`config.mk`:
```
export PLATFORM = sky130hd
export DESIGN_NAME = uart_par_top
export DESIGN_NICKNAME = d
export VERILOG_FILES = /design/src/rtl/uart_par_pkg.sv /design/src/rtl/uart_par_baud.sv /design/src/rtl/uart_par_tx.sv /design/src/rtl/uart_par_rx.sv /design/src/rtl/uart_par_top.sv
export SDC_FILE = /design/constraint.sdc
export NUM_CORES = 1
export LEC_CHECK = 0
export ABC_AREA = 1
export CORE_ASPECT_RATIO = 1.4
export CORE_MARGIN = 2
export CORE_UTILIZATION = 28
export DETAILED_ROUTE_END_ITERATION = 8
export DONT_BUFFER_PORTS = 1
export SYNTH_ARGS = -nofsm -noshare
export SYNTH_HDL_FRONTEND = slang
export SYNTH_SLANG_ARGS = --single-unit
```
`constraint.sdc`:
```
create_clock -name clk -period 2.4 [get_ports clk]
set_clock_uncertainty 0.1 [all_clocks]
set_input_delay 0.24 -clock clk [delete_from_list [all_inputs] [get_ports clk]]
set_output_delay 0.24 -clock clk [all_outputs]
set_load 0.1 [all_outputs]
```
`src/rtl/uart_par_pkg.sv`:
```
package uart_par_pkg;

  typedef enum logic [1:0] {
    PAR_NONE = 2'b00,
    PAR_ZERO = 2'b01,
    PAR_ODD  = 2'b10,
    PAR_EVEN = 2'b11
  } par_mode_e;

  typedef enum logic [2:0] {
    ST_IDLE,
    ST_START,
    ST_DATA,
    ST_PAR,
    ST_STOP
  } frame_st_e;

  // Parity bit to send, given the XOR of the data bits.
  function automatic logic par_bit(input logic data_xor, input par_mode_e mode);
    case (mode)
      PAR_EVEN: par_bit = data_xor;
      PAR_ODD:  par_bit = ~data_xor;
      default:  par_bit = 1'b0;
    endcase
  endfunction

  // Error verdict, given the XOR of the data bits and the received parity bit.
  function automatic logic par_fail(input logic total_xor, input par_mode_e mode);
    case (mode)
      PAR_EVEN: par_fail = total_xor;
      PAR_ODD:  par_fail = ~total_xor;
      default:  par_fail = 1'b0;
    endcase
  endfunction

endpackage

```
`src/rtl/uart_par_baud.sv`:
```
module uart_par_baud #(
  parameter int DIV_W = 16
) (
  input  logic             clk,
  input  logic             rst_n,
  input  logic [DIV_W-1:0] div_i,
  output logic             tick_o
);

  logic [DIV_W-1:0] cnt_q, cnt_d;
  logic             tick_q, tick_d;

  always_comb begin
    if (cnt_q >= div_i) begin
      cnt_d  = '0;
      tick_d = 1'b1;
    end else begin
      cnt_d  = cnt_q + 1'b1;
      tick_d = 1'b0;
    end
  end

  always_ff @(posedge clk or negedge rst_n) begin
    if (!rst_n) begin
      cnt_q  <= '0;
      tick_q <= 1'b0;
    end else begin
      cnt_q  <= cnt_d;
      tick_q <= tick_d;
    end
  end

  assign tick_o = tick_q;

  // a tick is followed by a gap whenever the divisor is non-zero
  a_r12_tick_gap: assert property (@(posedge clk) disable iff (!rst_n)
    (tick_q && div_i != '0) |=> !tick_q);

endmodule

```
`src/rtl/uart_par_tx.sv`:
```
module uart_par_tx
  import uart_par_pkg::*;
#(
  parameter int DATA_W = 8,
  parameter int OSR    = 16
) (
  input  logic              clk,
  input  logic              rst_n,
  input  logic              tick_i,
  input  par_mode_e         mode_i,
  input  logic [DATA_W-1:0] data_i,
  input  logic              valid_i,
  output logic              ready_o,
  output logic              line_o
);

  localparam int CNT_W = $clog2(OSR);
  localparam int IDX_W = $clog2(DATA_W);
  localparam logic [CNT_W-1:0] CNT_LAST = CNT_W'(OSR - 1);
  localparam logic [IDX_W-1:0] IDX_LAST = IDX_W'(DATA_W - 1);

  frame_st_e         st_q, st_d;
  logic [CNT_W-1:0]  tcnt_q, tcnt_d;
  logic [IDX_W-1:0]  idx_q, idx_d;
  logic [DATA_W-1:0] sh_q, sh_d;
  logic              par_q, par_d;
  par_mode_e         mode_q, mode_d;
  logic              line_q, line_d;

  always_comb begin
    st_d   = st_q;
    tcnt_d = tcnt_q;
    idx_d  = idx_q;
    sh_d   = sh_q;
    par_d  = par_q;
    mode_d = mode_q;
    line_d = line_q;
    if (st_q == ST_IDLE) begin
      line_d = 1'b1;
      if (valid_i) begin
        sh_d   = data_i;
        par_d  = par_bit(^data_i, mode_i);
        mode_d = mode_i;
        tcnt_d = '0;
        idx_d  = '0;
        st_d   = ST_START;
        line_d = 1'b0;
      end
    end else if (tick_i) begin
      tcnt_d = tcnt_q + 1'b1;
      if (tcnt_q == CNT_LAST) begin
        tcnt_d = '0;
        case (st_q)
          ST_START: begin
            st_d   = ST_DATA;
            line_d = sh_q[0];
          end
          ST_DATA: begin
            if (idx_q == IDX_LAST) begin
              if (mode_q == PAR_NONE) begin
                st_d   = ST_STOP;
                line_d = 1'b1;
              end else begin
                st_d   = ST_PAR;
                line_d = par_q;
              end
            end else begin
              idx_d  = idx_q + 1'b1;
              sh_d   = sh_q >> 1;
              line_d = sh_q[1];
            end
          end
          ST_PAR: begin
            st_d   = ST_STOP;
            line_d = 1'b1;
          end
          default: begin
            st_d   = ST_IDLE;
            line_d = 1'b1;
          end
        endcase
      end
    end
  end

  always_ff @(posedge clk or negedge rst_n) begin
    if (!rst_n) begin
      st_q   <= ST_IDLE;
      tcnt_q <= '0;
      idx_q  <= '0;
      sh_q   <= '0;
      par_q  <= 1'b0;
      mode_q <= PAR_NONE;
      line_q <= 1'b1;
    end else begin
      st_q   <= st_d;
      tcnt_q <= tcnt_d;
      idx_q  <= idx_d;
      sh_q   <= sh_d;
      par_q  <= par_d;
      mode_q <= mode_d;
      line_q <= line_d;
    end
  end

  assign ready_o = (st_q == ST_IDLE);
  assign line_o  = line_q;

  // an accepted request makes the transmitter busy
  a_r10_busy_after_accept: assert property (@(posedge clk) disable iff (!rst_n)
    (valid_i && ready_o) |=> !ready_o);
  // the start bit goes out right after acceptance
  a_r1_start_low: assert property (@(posedge clk) disable iff (!rst_n)
    (valid_i && ready_o) |=> !line_o);
  // the line is high whenever the transmitter is idle
  a_r1_idle_high: assert property (@(posedge clk) disable iff (!rst_n)
    ready_o |-> line_o);
  // the captured mode does not move while a frame is in flight
  a_r11_mode_hold: assert property (@(posedge clk) disable iff (!rst_n)
    (!ready_o && $past(!ready_o)) |-> $stable(mode_q));

endmodule

```
`src/rtl/uart_par_rx.sv`:
```
module uart_par_rx
  import uart_par_pkg::*;
#(
  parameter int DATA_W = 8,
  parameter int OSR    = 16
) (
  input  logic              clk,
  input  logic              rst_n,
  input  logic              tick_i,
  input  par_mode_e         mode_i,
  input  logic              line_i,
  output logic [DATA_W-1:0] data_o,
  output logic              valid_o,
  output logic              par_err_o,
  output logic              frm_err_o
);

  localparam int CNT_W = $clog2(OSR);
  localparam int IDX_W = $clog2(DATA_W);
  localparam logic [CNT_W-1:0] CNT_LAST = CNT_W'(OSR - 1);
  localparam logic [CNT_W-1:0] CNT_MID  = CNT_W'(OSR / 2 - 1);
  localparam logic [IDX_W-1:0] IDX_LAST = IDX_W'(DATA_W - 1);

  logic              s1_q, s2_q;
  logic              seen_q, seen_d;
  frame_st_e         st_q, st_d;
  logic [CNT_W-1:0]  tcnt_q, tcnt_d;
  logic [IDX_W-1:0]  idx_q, idx_d;
  logic [DATA_W-1:0] sh_q, sh_d;
  logic              pbit_q, pbit_d;
  par_mode_e         mode_q, mode_d;
  logic [DATA_W-1:0] data_q, data_d;
  logic              valid_q, valid_d;
  logic              perr_q, perr_d;
  logic              ferr_q, ferr_d;

  always_comb begin
    seen_d  = tick_i ? s2_q : seen_q;
    st_d    = st_q;
    tcnt_d  = tcnt_q;
    idx_d   = idx_q;
    sh_d    = sh_q;
    pbit_d  = pbit_q;
    mode_d  = mode_q;
    data_d  = data_q;
    valid_d = 1'b0;
    perr_d  = perr_q;
    ferr_d  = ferr_q;
    if (tick_i) begin
      tcnt_d = tcnt_q + 1'b1;
      case (st_q)
        ST_IDLE: begin
          tcnt_d = '0;
          if (seen_q && !s2_q) begin
            st_d   = ST_START;
            mode_d = mode_i;
          end
        end
        ST_START: begin
          if (tcnt_q == CNT_MID) begin
            tcnt_d = '0;
            idx_d  = '0;
            st_d   = s2_q ? ST_IDLE : ST_DATA;
          end
        end
        ST_DATA: begin
          if (tcnt_q == CNT_LAST) begin
            sh_d = {s2_q, sh_q[DATA_W-1:1]};
            if (idx_q == IDX_LAST) begin
              st_d = (mode_q == PAR_NONE) ? ST_STOP : ST_PAR;
            end else begin
              idx_d = idx_q + 1'b1;
            end
          end
        end
        ST_PAR: begin
          if (tcnt_q == CNT_LAST) begin
            pbit_d = s2_q;
            st_d   = ST_STOP;
          end
        end
        default: begin
          if (tcnt_q == CNT_LAST) begin
            valid_d = 1'b1;
            data_d  = sh_q;
            ferr_d  = !s2_q;
            perr_d  = par_fail((^sh_q) ^ pbit_q, mode_q);
            st_d    = ST_IDLE;
          end
        end
      endcase
    end
  end

  always_ff @(posedge clk or negedge rst_n) begin
    if (!rst_n) begin
      s1_q    <= 1'b1;
      s2_q    <= 1'b1;
      seen_q  <= 1'b0;
      st_q    <= ST_IDLE;
      tcnt_q  <= '0;
      idx_q   <= '0;
      sh_q    <= '0;
      pbit_q  <= 1'b0;
      mode_q  <= PAR_NONE;
      data_q  <= '0;
      valid_q <= 1'b0;
      perr_q  <= 1'b0;
      ferr_q  <= 1'b0;
    end else begin
      s1_q    <= line_i;
      s2_q    <= s1_q;
      seen_q  <= seen_d;
      st_q    <= st_d;
      tcnt_q  <= tcnt_d;
      idx_q   <= idx_d;
      sh_q    <= sh_d;
      pbit_q  <= pbit_d;
      mode_q  <= mode_d;
      data_q  <= data_d;
      valid_q <= valid_d;
      perr_q  <= perr_d;
      ferr_q  <= ferr_d;
    end
  end

  assign data_o    = data_q;
  assign valid_o   = valid_q;
  assign par_err_o = perr_q;
  assign frm_err_o = ferr_q;

  // the valid strobe lasts exactly one cycle
  a_r9_single_pulse: assert property (@(posedge clk) disable iff (!rst_n)
    valid_o |=> !valid_o);
  // modes without a checked parity slot never report a parity error
  a_r8_quiet_parity: assert property (@(posedge clk) disable iff (!rst_n)
    (valid_o && (mode_q == PAR_NONE || mode_q == PAR_ZERO)) |-> !par_err_o);
  // the captured mode stays put until the receiver is idle again
  a_r11_rx_mode_hold: assert property (@(posedge clk) disable iff (!rst_n)
    (st_q != ST_IDLE && $past(st_q != ST_IDLE)) |-> $stable(mode_q));

endmodule

```
`src/rtl/uart_par_top.sv`:
```
module uart_par_top
  import uart_par_pkg::*;
#(
  parameter int DIV_W = 16
) (
  input  logic             clk,
  input  logic             rst_n,
  input  logic [DIV_W-1:0] baud_div,
  input  logic [1:0]       par_mode,
  input  logic [7:0]       tx_data,
  input  logic             tx_valid,
  output logic             tx_ready,
  output logic             tx_line,
  input  logic             rx_line,
  output logic [7:0]       rx_data,
  output logic             rx_valid,
  output logic             rx_par_err,
  output logic             rx_frm_err
);

  localparam int DATA_W = 8;
  localparam int OSR    = 16;

  logic rs1_q, rs2_q;
  logic rst_int_n;
  logic tick;
  par_mode_e mode;

  always_ff @(posedge clk or negedge rst_n) begin
    if (!rst_n) begin
      rs1_q <= 1'b0;
      rs2_q <= 1'b0;
    end else begin
      rs1_q <= 1'b1;
      rs2_q <= rs1_q;
    end
  end

  assign rst_int_n = rs2_q;
  assign mode      = par_mode_e'(par_mode);

  uart_par_baud #(.DIV_W(DIV_W)) u_baud (
    .clk    (clk),
    .rst_n  (rst_int_n),
    .div_i  (baud_div),
    .tick_o (tick)
  );

  uart_par_tx #(.DATA_W(DATA_W), .OSR(OSR)) u_tx (
    .clk     (clk),
    .rst_n   (rst_int_n),
    .tick_i  (tick),
    .mode_i  (mode),
    .data_i  (tx_data),
    .valid_i (tx_valid),
    .ready_o (tx_ready),
    .line_o  (tx_line)
  );

  uart_par_rx #(.DATA_W(DATA_W), .OSR(OSR)) u_rx (
    .clk       (clk),
    .rst_n     (rst_int_n),
    .tick_i    (tick),
    .mode_i    (mode),
    .line_i    (rx_line),
    .data_o    (rx_data),
    .valid_o   (rx_valid),
    .par_err_o (rx_par_err),
    .frm_err_o (rx_frm_err)
  );

endmodule

```
==> results of run 1 <==
worst min path at each step:
stage | from | cells after the start | slack, ns | end
after floorplan | rst_n | 0 | -0.16 | rs1_q
after global placement | rst_n | 0 | -0.16 | rs1_q
after detailed placement | rst_n | 0 | -0.16 | rs1_q
after CTS | tx_valid | 3 | 0.01 | u_tx.mode_q[1]
after global routing | rst_n | 1 | 0.03 | rs1_q
final | tx_valid | 3 | 0.02 | u_tx.mode_q[1]
worst max-delay path, stage by stage, from the launching register on:
cell,delay [ns]
dfrtp_1,0.43
ha_1,0.33
nand4_1,0.10
nor3_1,0.29
nand3_1,0.11
nand3_1,0.10
buf_4,0.22
nor2_1,0.08
cells in the final DEF, fill, tap and decap left out, drive strengths merged, types with 3 or more instances in the layout:
| cell | synthesis | final |
|---|---|---|
| xor2 | 11 | 11 |
| clkbuf | 3 | 9 |
| o21bai | 3 | 3 |
| a21oi | 13 | 13 |
| buf | 5 | 15 |
| nand4 | 5 | 5 |
| or2 | 4 | 4 |
| xnor2 | 10 | 10 |
| o211ai | 9 | 9 |
| nand2 | 164 | 164 |
| nor2 | 42 | 42 |
| dfrtp | 73 | 73 |
| dlygate4sd3 | 0 | 6 |
| bufinv | 0 | 4 |
| nor3 | 6 | 6 |
| inv | 70 | 72 |
| nand3 | 25 | 25 |
| dfstp | 3 | 3 |
| ha | 23 | 23 |
| o21ai | 45 | 45 |
power groups by stage:
stage | registers, mW | clock network [mW] | logic, mW
after CTS | 1.44 | 1.74 | 0.330
after floorplan | 1.45 | 0 | 0.244
after detailed placement | 1.46 | 0 | 0.316
after global placement | 1.46 | 0 | 0.301
final | 1.44 | 1.69 | 0.321
after global routing | 1.45 | 1.78 | 0.387
flip-flops by register name, indices dropped and copies added (netlist names), 2 cells and up:
register / count
u_rx.data_o: 8
u_tx.sh_q: 8
u_baud.cnt_q: 16
u_rx.sh_q: 8
u_tx.st_q: 3
u_rx.mode_q: 2
u_rx.tcnt_q: 4
u_rx.idx_q: 3
u_rx.st_q: 3
u_tx.idx_q: 3
u_tx.tcnt_q: 4
u_tx.mode_q: 2
cells by family after synthesis:
logic type                 share of synthesized area
DFF                                            0.457
other                                       0.000899
xor gates and xnor gates                      0.0441
adders and majority gates                     0.0690
AOI/OAI and AO/OA                              0.101
buffers and inverters                         0.0738
and+or+nand+nor                                0.255
metrics by stage:
stage / utilization / area [um^2] / hold WS [ns]
2_1_floorplan: - / 4170 / -0.156
3_5_place_dp: 0.310 / 4490 / -0.155
4_1_cts: 0.339 / 4920 / 0.00969
5_1_grt: 0.339 / 4920 / 0.0302
3_3_place_gp: 0.310 / 4490 / -0.156
6_report: 0.339 / 4920 / 0.0198
layer usage:
metal | GRT usage | vias to the layer above
li1 | - | 1707
met4 | 0.0396 | 0
met2 | 0.204 | 59
met5 | 0 | -
met3 | 0.0289 | 8
met1 | 0.135 | 1537
layout make-up:
class / count / area, um^2
Tap cell: 189 / 236
Clock inverter: 7 / 146
Sequential cell: 76 / 1910
Fill cell: 1491 / 9580
Inverter: 70 / 265
Multi-Input combinational cell: 369 / 1960
Timing Repair Buffer: 21 / 185
Clock buffer: 9 / 225
==> results by group, run 1 <==
STA
  • Crit share post-route: 0.789
  • Fin. max-slew vios: 0
  • Endpoints failing hold: 0
  • Final Critical Period: 1.89 ns
  • Slew @ Worst Pin: 0.877 ns
  • Worst setup margin: 0.506 ns
  • RSZ-0062 raised after global routing: false
  • Maximum clock rate: 528 MHz
  • Relative slew slack: 0.416
  • Endpoints failing setup: 0
  • Setup TNS: 0 ns

GRT
  • Total global-route track usage: 0.116
  • Vias in the first global route: 3275
  • Initial antenna violation count: 0
  • Global-route wire length before repair: 14800 um
  • GRT Residual Overflow: 0
  • Largest net degree at the start of global routing: 75

Floorplan
  • Row cnt: 52
  • Die Height: 148 um
  • Initial Utilization: 0.288
  • Die Width: 107 um
  • Die ar.: 0.0159 mm^2
  • Ports: 43
  • Core Footprint: 0.0145 mm^2

Setup path
  • R2r setup slk: 0.51 ns
  • CP Max Fanout: 17
  • Critical path launch point type: register
  • Worst R2R End: u_baud.cnt_q[7]
  • Critical Path AT: 2.01 ns
  • CP Class: reg2reg
  • Worst r2r src: u_baud.cnt_q[11]
  • CP startpoint: u_baud.cnt_q[11]
  • Setup crit end kind: register
  • Reg2reg path depth: 7
  • CP Data Required Time: 2.51 ns
  • Critical Path Sink: u_baud.cnt_q[7]

Clocking
  • Setup Buffers After CTS: 0
  • Number of H-tree levels: 3
  • CTS Sinks: 76
  • CTS tree: done
  • Post-cts repair resize count: 0
  • CTS Hold Bufs: 6
  • Worst skew pair latency: 0.34 ns
  • Root Buffer: clkbuf_16
  • Clk buf depth: 2
  • CTS buffer count: 9
  • CTS clk-pin slew, worst paths: 0.06 ns

Final layout
  • Share of layout cells above drive strength 1: 0.0960
  • Antenna cells: 0
  • Post-route insts no fill: 741
  • # nets final: 600
  • Area Growth Syn to Fin: 18.0%

Placed design
  • GP Congestion: 0.772
  • HPWL Detailed: 6200 um
  • Placed cell count: 719
  • Dpl ws: 0.494 ns
  • IO Port Bufs: 0

Detailed routing
  • DR vias/cell: 4.47
  • WL met1: 3750 um
  • Total wire length: 8550 um
  • ANT nets after route: 0
  • Post-DR wirelength/cell: 11.5 um
  • Routed wl met3: 307 um
  • DR pass1 iterations: 5
  • Max Used Layer: met4
  • WL met2: 4410 um
  • Initial DRC count: 120
  • Vias: 3311
  • DRC Markers: 0

Worst hold path
  • Hold Path Class: in2reg

Synthesis
  • Area of the mapped netlist: 0.00417 mm^2
  • Register area share after synthesis: 0.457
  • Syn nets: 576
  • Async set-reset flop share out of synthesis: 1.00
  • Post-synth EDFFs: 0
  • Yosys top cell area share: 0.438
  • YS warnings: 0
  • Largest cells by area after synthesis: dfrtp_1 44%, nand2_1 14%, ha_1 6.9%
  • Unique cell type count in the Yosys netlist: 37
  • Synth Instances: 523
  • Avg Synthesized Cell Area: 7.98 um^2
  • #FFs+latches synth: 76
  • Synth cell count leaders: 160 x nand2_1, 73 x dfrtp_1, 65 x inv_1, 39 x nor2_1, 30 x o21ai_1
  • Synth area leader: dfrtp_1
  • Most common cell in the synthesized netlist: nand2_1
  • Post-synth top flop: dfrtp_1

Pwr
  • Switching power: 0.828 mW
  • Switching fraction of total power: 0.240
  • Combinational power share: 0.093
  • P_int: 2.62 mW
  • Share of total power in sequential cells: 0.417
  • Leakage power: 2.51 nW
  • Clock Power Share: 0.490
  • Peak supply drop: 0.000356 V
  • Overall Power: 3.45 mW
  • Power Dens Cells: 700 mW/mm^2

Run status
  • Outcome: completed

Flow run
  • Max-Cap Viols: 0
No activity file was read; power rests on OpenSTA's default activity.
==> inputs of run 2 (changes only) <==
clock period = 1.8 ns   (was 2.4 ns; I/O delays follow)
==> run 2 against run 1 <==
  * Sequential cell count unchanged
  * Hold slack lost 0.010 ns
  * Combinational power rose by 93%
  * Total power up 32%
==> results by group, run 2 (synthesis gave the netlist of run 1 again) <==
Clocking
  • Worst skew pair latency: 0.33 ns (was 0.34 ns)
  • Root Buffer: clkbuf_16 (unchanged)
  • CTS tree: done (unchanged)
  • Clk buf depth: 2 (unchanged)
  • CTS Sinks: 76 (unchanged)
  • Number of H-tree levels: 3 (unchanged)
  • CTS buffer count: 9 (unchanged)
  • CTS clk-pin slew, worst paths: 0.06 ns (about the same)

Detailed routing
  • Post-DR wirelength/cell: 11.2 um (was 11.5 um)
  • Initial DRC count: 127 (was 120)
  • DR pass1 iterations: 4 (was 5)
  • DRC Markers: 0 (unchanged)
  • Total wire length: 8620 um (was 8550 um)
  • ANT nets after route: 0 (unchanged)
  • DR vias/cell: 4.47 (about the same)
  • Vias: 3429 (was 3311)

Final layout
  • Largest register by flop count: u_baud.cnt_q (unchanged)
  • Most common cell after layout, fill and taps aside: nand2_1 (unchanged)
  • Most frequent cells in the layout: 159 x nand2_1, 71 x dfrtp_1, 64 x inv_1, 32 x nor2_1 (was 160 x nand2_1, 72 x dfrtp_1, 65 x inv_1, 39 x nor2_1, 30 x o21ai_1)
  • Area Growth Syn to Fin: 24.1% (was 18.0%)
  • Share of layout cells above drive strength 1: 0.151 (was 0.0960)
  • Post-route insts no fill: 767 (was 741)
  • Final core utilization: 0.357 (was 0.339)
  • Design area: 0.00518 mm^2 (was 0.00492 mm^2)
  • Max reg flops: 16 (unchanged)
  • Antenna cells: 0 (unchanged)
  • Fill cells: 1492 (was 1491)
  • Area of the multi-input gates: 0.00201 mm^2 (was 0.00196 mm^2)
  • Register area: 0.00191 mm^2 (about the same)
  • # nets final: 626 (was 600)

Pwr
  • Peak supply drop: 0.000513 V (was 0.000356 V)
  • Leakage power: 2.64 nW (was 2.51 nW)
  • Overall Power: 4.54 mW (was 3.45 mW)
  • Power Dens Cells: 878 mW/mm^2 (was 700 mW/mm^2)

Floorplan
  • Row cnt: 52 (unchanged)
  • Die Width: 107 um (unchanged)
  • Core Footprint: 0.0145 mm^2 (unchanged)
  • Die Height: 148 um (unchanged)
  • Initial Utilization: 0.288 (unchanged)
  • Ports: 43 (unchanged)
  • Die ar.: 0.0159 mm^2 (unchanged)

Setup path
  • CP Class: reg2reg (unchanged)
  • Critical path launch point type: register (unchanged)
  • Worst R2R End: u_tx.mode_q[1] (was u_baud.cnt_q[7])
  • Worst r2r src: u_tx.st_q[0] (was u_baud.cnt_q[11])
  • CP startpoint: u_tx.st_q[0] (was u_baud.cnt_q[11])
  • Critical Path AT: 1.82 ns (was 2.01 ns)
  • CP Data Required Time: 1.91 ns (was 2.51 ns)
  • Setup crit end kind: register (unchanged)
  • Reg2reg path depth: 7 (unchanged)
  • R2r setup slk: 0.09 ns (was 0.51 ns)
  • CP Max Fanout: 8 (was 17)

STA
  • Worst hold slack: 0.00976 ns (was 0.0198 ns)
  • Maximum clock rate: 585 MHz (was 528 MHz)
  • Final Critical Period: 1.71 ns (was 1.89 ns)
  • RSZ-0062 raised after global routing: true (was false)
  • Setup TNS: 0 ns (unchanged)
  • Crit share post-route: 0.949 (was 0.789)
  • Endpoints failing hold: 0 (unchanged)
  • Worst setup margin: 0.0913 ns (was 0.506 ns)
  • Fin. max-slew vios: 0 (unchanged)
  • Endpoints failing setup: 0 (unchanged)

GRT
  • Global-route wire length before repair: 14900 um (was 14800 um)
  • Vias in the first global route: 3513 (was 3275)
  • Initial antenna violation count: 0 (unchanged)
  • Total global-route track usage: 0.115 (was 0.116)
  • GRT Residual Overflow: 0 (unchanged)
  • Largest net degree at the start of global routing: 75 (unchanged)

Run status
  • Outcome: completed (unchanged)

Worst hold path
  • Hold Path Sink: u_tx.sh_q[3] (was u_tx.mode_q[1])
  • HP Start: tx_data[3] (was tx_valid)
  • Worst hold path depth: 4 (was 3)
  • Hold Path Class: in2reg (unchanged)

Flow run
  • Max-Cap Viols: 0 (unchanged)

Placed design
  • IO Port Bufs: 0 (unchanged)
  • Placed cell count: 739 (was 719)
  • Placement Cell Area: 0.00464 mm^2 (was 0.00449 mm^2)
  • HPWL Detailed: 6430 um (was 6200 um)
  • GP Congestion: 0.824 (was 0.772)
  • Dpl ws: 0.0515 ns (was 0.494 ns)
==> run 2: how the worst max path moves through the flow <==
stage / slack, ns / to / depth (start not counted)
finish: 0.09 / u_tx.mode_q[1] / 7
global route: -0.04 / u_baud.cnt_q[7] / 11
CTS: 0.02 / tx_ready / 5
detailed placement: 0.05 / u_baud.cnt_q[7] / 7
global placement: 0.12 / u_baud.cnt_q[7] / 7
floorplan: 0.09 / u_baud.cnt_q[8] / 7
==> run 2: power breakdown <==
part / switching, mW / total (mW) / internal [mW]
clock: 0.697 / 2.06 / 1.36
combinational: 0.331 / 0.619 / 0.288
sequential: 0.0706 / 1.87 / 1.80
==> run 2: repair_timing <==
item | CTS | global route
setup endpoints to repair | 1 | 20
gates resized for setup | 2 | 19
pin swaps | 0 | 4
setup buffers | 0 | 1
endpoints found under the hold margin | 13 | 0
hold buffers | 11 | 0
==> run 2: per-layer routing <==
metal / GRT usage / vias up / wire length (um)
li1: - / 1763 / -
met1: 0.133 / 1583 / 3750
met2: 0.206 / 70 / 4420
met3: 0.0259 / 13 / 313
met4: 0.0403 / 0 / 135
met5: 0 / - / 0
==> run 2: final cells by class <==
type,instances,share of cell area
Clock inverter,6,0.0217
Sequential cell,76,0.369
Inverter,70,0.0512
Clock buffer,10,0.0442
Multi-Input combinational cell,369,0.387
Timing Repair Buffer,47,0.0812
Tap cell,189,0.0457
==> run 2: worst max-delay path: stages (launching register included) <==
cell	delay [ns]
dfrtp_1	0.43
nor2_4	0.13
nand2_4	0.10
inv_4	0.08
nand2_4	0.08
nand2_1	0.07
nand2_1	0.04
dlygate4sd3_1	0.55
==> inputs of run 3 (changes only) <==
clock period = 1.4 ns   (was 1.8 ns; I/O delays follow)
==> run 3 against run 2 <==
  * Hold slack gained 0.0069 ns
  * Largest cell class unchanged
  * The run now ends with setup timing left
  * Critical path type unchanged
  * Final cell count grew 6.9%
  * Critical endpoint is now u_baud.cnt_q[3]
  * Wire length grew 16%
  * Total power grew 27%
  * First-iteration DRC count shrank 50%
  * Via count grew 8.0%
  * Global-route usage grew 1.7 points
  * Setup slack lost 0.33 ns
  * Sequential share of layout area shrank 5.6 points
==> results by group, run 3 (synthesis gave the netlist of run 1 again) <==
Setup path
  • CP Data Required Time: 1.52 ns (was 1.91 ns)
  • Reg2reg path depth: 7 (unchanged)
  • Setup crit end kind: register (unchanged)
  • Critical Path Sink: u_baud.cnt_q[3] (was u_tx.mode_q[1])
  • Critical path launch point type: register (unchanged)
  • CP peak stage delay: 0.42 ns (was 0.55 ns)
  • Worst r2r src: u_baud.cnt_q[15] (was u_tx.st_q[0])
  • R2r setup slk: -0.24 ns (was 0.09 ns)
  • Cell Chain, Critical Path: ha_4 > nand2_1 > nor3_2 > nand3_1 > nand3_2 > buf_6 > nor2_1 (was nor2_4 > nand2_4 > inv_4 > nand2_4 > nand2_1 > nand2_1 > dlygate4sd3_1)
  • CP Class: reg2reg (unchanged)
  • Critical Path AT: 1.76 ns (was 1.82 ns)
  • CP Max Fanout: 8 (unchanged)
  • Slowest-stage cell, CP: dfrtp_1 (was dlygate4sd3_1)
  • CP startpoint: u_baud.cnt_q[15] (was u_tx.st_q[0])
  • Worst R2R End: u_baud.cnt_q[3] (was u_tx.mode_q[1])

Pwr
  • Share of total power in sequential cells: 0.413 (was 0.411)
  • Overall Power: 5.78 mW (was 4.54 mW)
  • Power Dens Cells: 948 mW/mm^2 (was 878 mW/mm^2)
  • Switching fraction of total power: 0.253 (was 0.242)
  • Switching power: 1.46 mW (was 1.10 mW)
  • Combinational power share: 0.155 (was 0.136)
  • Clock Power Share: 0.432 (was 0.452)
  • Leakage power: 2.96 nW (was 2.64 nW)
  • P_int: 4.32 mW (was 3.45 mW)
  • Peak supply drop: 0.000645 V (was 0.000513 V)

GRT
  • Initial antenna violation count: 0 (unchanged)
  • Total global-route track usage: 0.132 (was 0.115)
  • Global-route wire length before repair: 17000 um (was 14900 um)
  • Largest net degree at the start of global routing: 26 (was 75)
  • GRT Residual Overflow: 0 (unchanged)
  • Vias in the first global route: 3754 (was 3513)

Clocking
  • CTS Sinks: 76 (unchanged)
  • CTS clk-pin slew, worst paths: 0.06 ns (about the same)
  • CTS buffer count: 9 (unchanged)
  • CTS tree: done (unchanged)
  • Number of H-tree levels: 3 (unchanged)
  • Root Buffer: clkbuf_16 (unchanged)
  • Worst skew pair latency: 0.33 ns (about the same)
  • Clk buf depth: 2 (unchanged)

Run status
  • Outcome: complete, but fails checks (was completed)
  • Failing checks: setup timing

Placed design
  • GP Congestion: 0.805 (was 0.824)
  • HPWL Detailed: 7040 um (was 6430 um)
  • IO Port Bufs: 0 (unchanged)

Flow run
  • Max-Cap Viols: 0 (unchanged)

Detailed routing
  • DRC Markers: 0 (unchanged)
  • Total wire length: 9970 um (was 8620 um)
  • ANT nets after route: 0 (unchanged)
  • DR vias/cell: 4.51 (was 4.47)
  • Initial DRC count: 63 (was 127)
  • Vias: 3702 (was 3429)
  • DR pass1 iterations: 6 (was 4)
  • Post-DR wirelength/cell: 12.2 um (was 11.2 um)

STA
  • Endpoints failing hold: 0 (unchanged)
  • Setup TNS: -7.14 ns (was 0 ns)
  • Final Critical Period: 1.64 ns (was 1.71 ns)
  • Worst setup margin: -0.241 ns (was 0.0913 ns)
  • Endpoints failing setup: 57 (was 0)
  • Fin. max-slew vios: 0 (unchanged)
  • Worst hold slack: 0.0167 ns (was 0.00976 ns)
  • Maximum clock rate: 609 MHz (was 585 MHz)
  • Crit share post-route: 1.17 (was 0.949)
  • RSZ-0062 raised after global routing: true (unchanged)

Floorplan
  • Die Height: 148 um (unchanged)
  • Core Footprint: 0.0145 mm^2 (unchanged)
  • Die Width: 107 um (unchanged)
  • Ports: 43 (unchanged)
  • Row cnt: 52 (unchanged)
  • Initial Utilization: 0.288 (unchanged)
  • Die ar.: 0.0159 mm^2 (unchanged)

Final layout
  • Final core utilization: 0.420 (was 0.357)
  • Antenna cells: 0 (unchanged)
  • Share of layout cells above drive strength 1: 0.331 (was 0.151)
  • Most frequent cells in the layout: 126 x nand2_1, 71 x dfrtp_1, 63 x buf_4, 61 x inv_1, 29 x o21ai_1 (was 159 x nand2_1, 71 x dfrtp_1, 64 x inv_1, 32 x nor2_1)
  • Largest register by flop count: u_baud.cnt_q (unchanged)
  • Area Growth Syn to Fin: 46.2% (was 24.1%)
  • Most common cell after layout, fill and taps aside: nand2_1 (unchanged)
  • # nets final: 679 (was 626)
  • Max reg flops: 16 (unchanged)

Worst hold path
  • Hold Path Class: in2reg (unchanged)
-- run 3: changes by cell type in the layout (fill, tap and decap cells not counted), sizes merged --
cell,change
dlygate4sd3,+2
bufinv,-1
buf,+50
nand2,+1
clkinv,-1
clkinvlp,+1
clkbuf,+1
-- run 3: how the worst min path moves through the flow --
| stage | endpoint | cells after the start | from | slack [ns] |
|---|---|---|---|---|
| after CTS | u_tx.tcnt_q[0] | 4 | tx_valid | 0.01 |
| after global routing | u_tx.tcnt_q[0] | 4 | tx_valid | 0.03 |
| after global placement | rs1_q | 0 | rst_n | -0.26 |
| after detailed placement | rs2_q | 0 | rst_n | -0.26 |
| after floorplan | rs1_q | 0 | rst_n | -0.26 |
| final | u_tx.line_o | 4 | tx_valid | 0.02 |
-- run 3: per-layer routing --
layer,vias up,part of all wire,GRT usage
met3,7,0.035,0.0320
li1,1880,-,-
met2,60,0.55,0.240
met5,-,0,0
met4,0,0.0081,0.0351
met1,1755,0.41,0.153
-- run 3: repair_timing --
item	CTS	global route
resized for setup	63	62
endpoints found under the hold margin	16	0
buffers inserted	10	11
hold buffers	13	0
cloned	1	1
pin swaps	25	25
endpoints found under the setup margin	62	69
-- run 3: power groups by stage --
stage	registers [mW]	logic [mW]	clock network [mW]
after floorplan	2.49	0.420	0
after global routing	2.40	1.03	2.67
final	2.39	0.897	2.50
after global placement	2.42	0.811	0
after detailed placement	2.43	0.841	0
after CTS	2.39	0.899	2.57
-- run 3: final cells by class --
cell class / count / area, um^2
flip-flops and latches: 76 / 1910
repair buffers: 99 / 960
clock inverters: 5 / 85.1
multi-input cells: 370 / 2410
clock buffers: 11 / 233
well taps: 189 / 236
fillers: 1395 / 8410
inverters: 70 / 270
-- run 3: per-stage QoR --
| step | worst slack, ns | instances | instance area (um^2) |
|---|---|---|---|
| after global routing | -0.429 | 820 | 6100 |
| after global placement | -0.225 | 769 | 4990 |
| after CTS | -0.264 | 809 | 5810 |
| final | -0.241 | 820 | 6100 |
| after detailed placement | -0.296 | 769 | 4990 |
| after floorplan | -0.193 | 523 | 4280 |
-- run 3: worst max-delay path: cells and delay by family, from the launching register on --
kind	cells	cell delay, ns
DFF	1	0.42
adders and majority gates	1	0.29
buffers and inverters	1	0.14
and+or+nand+nor	5	0.58
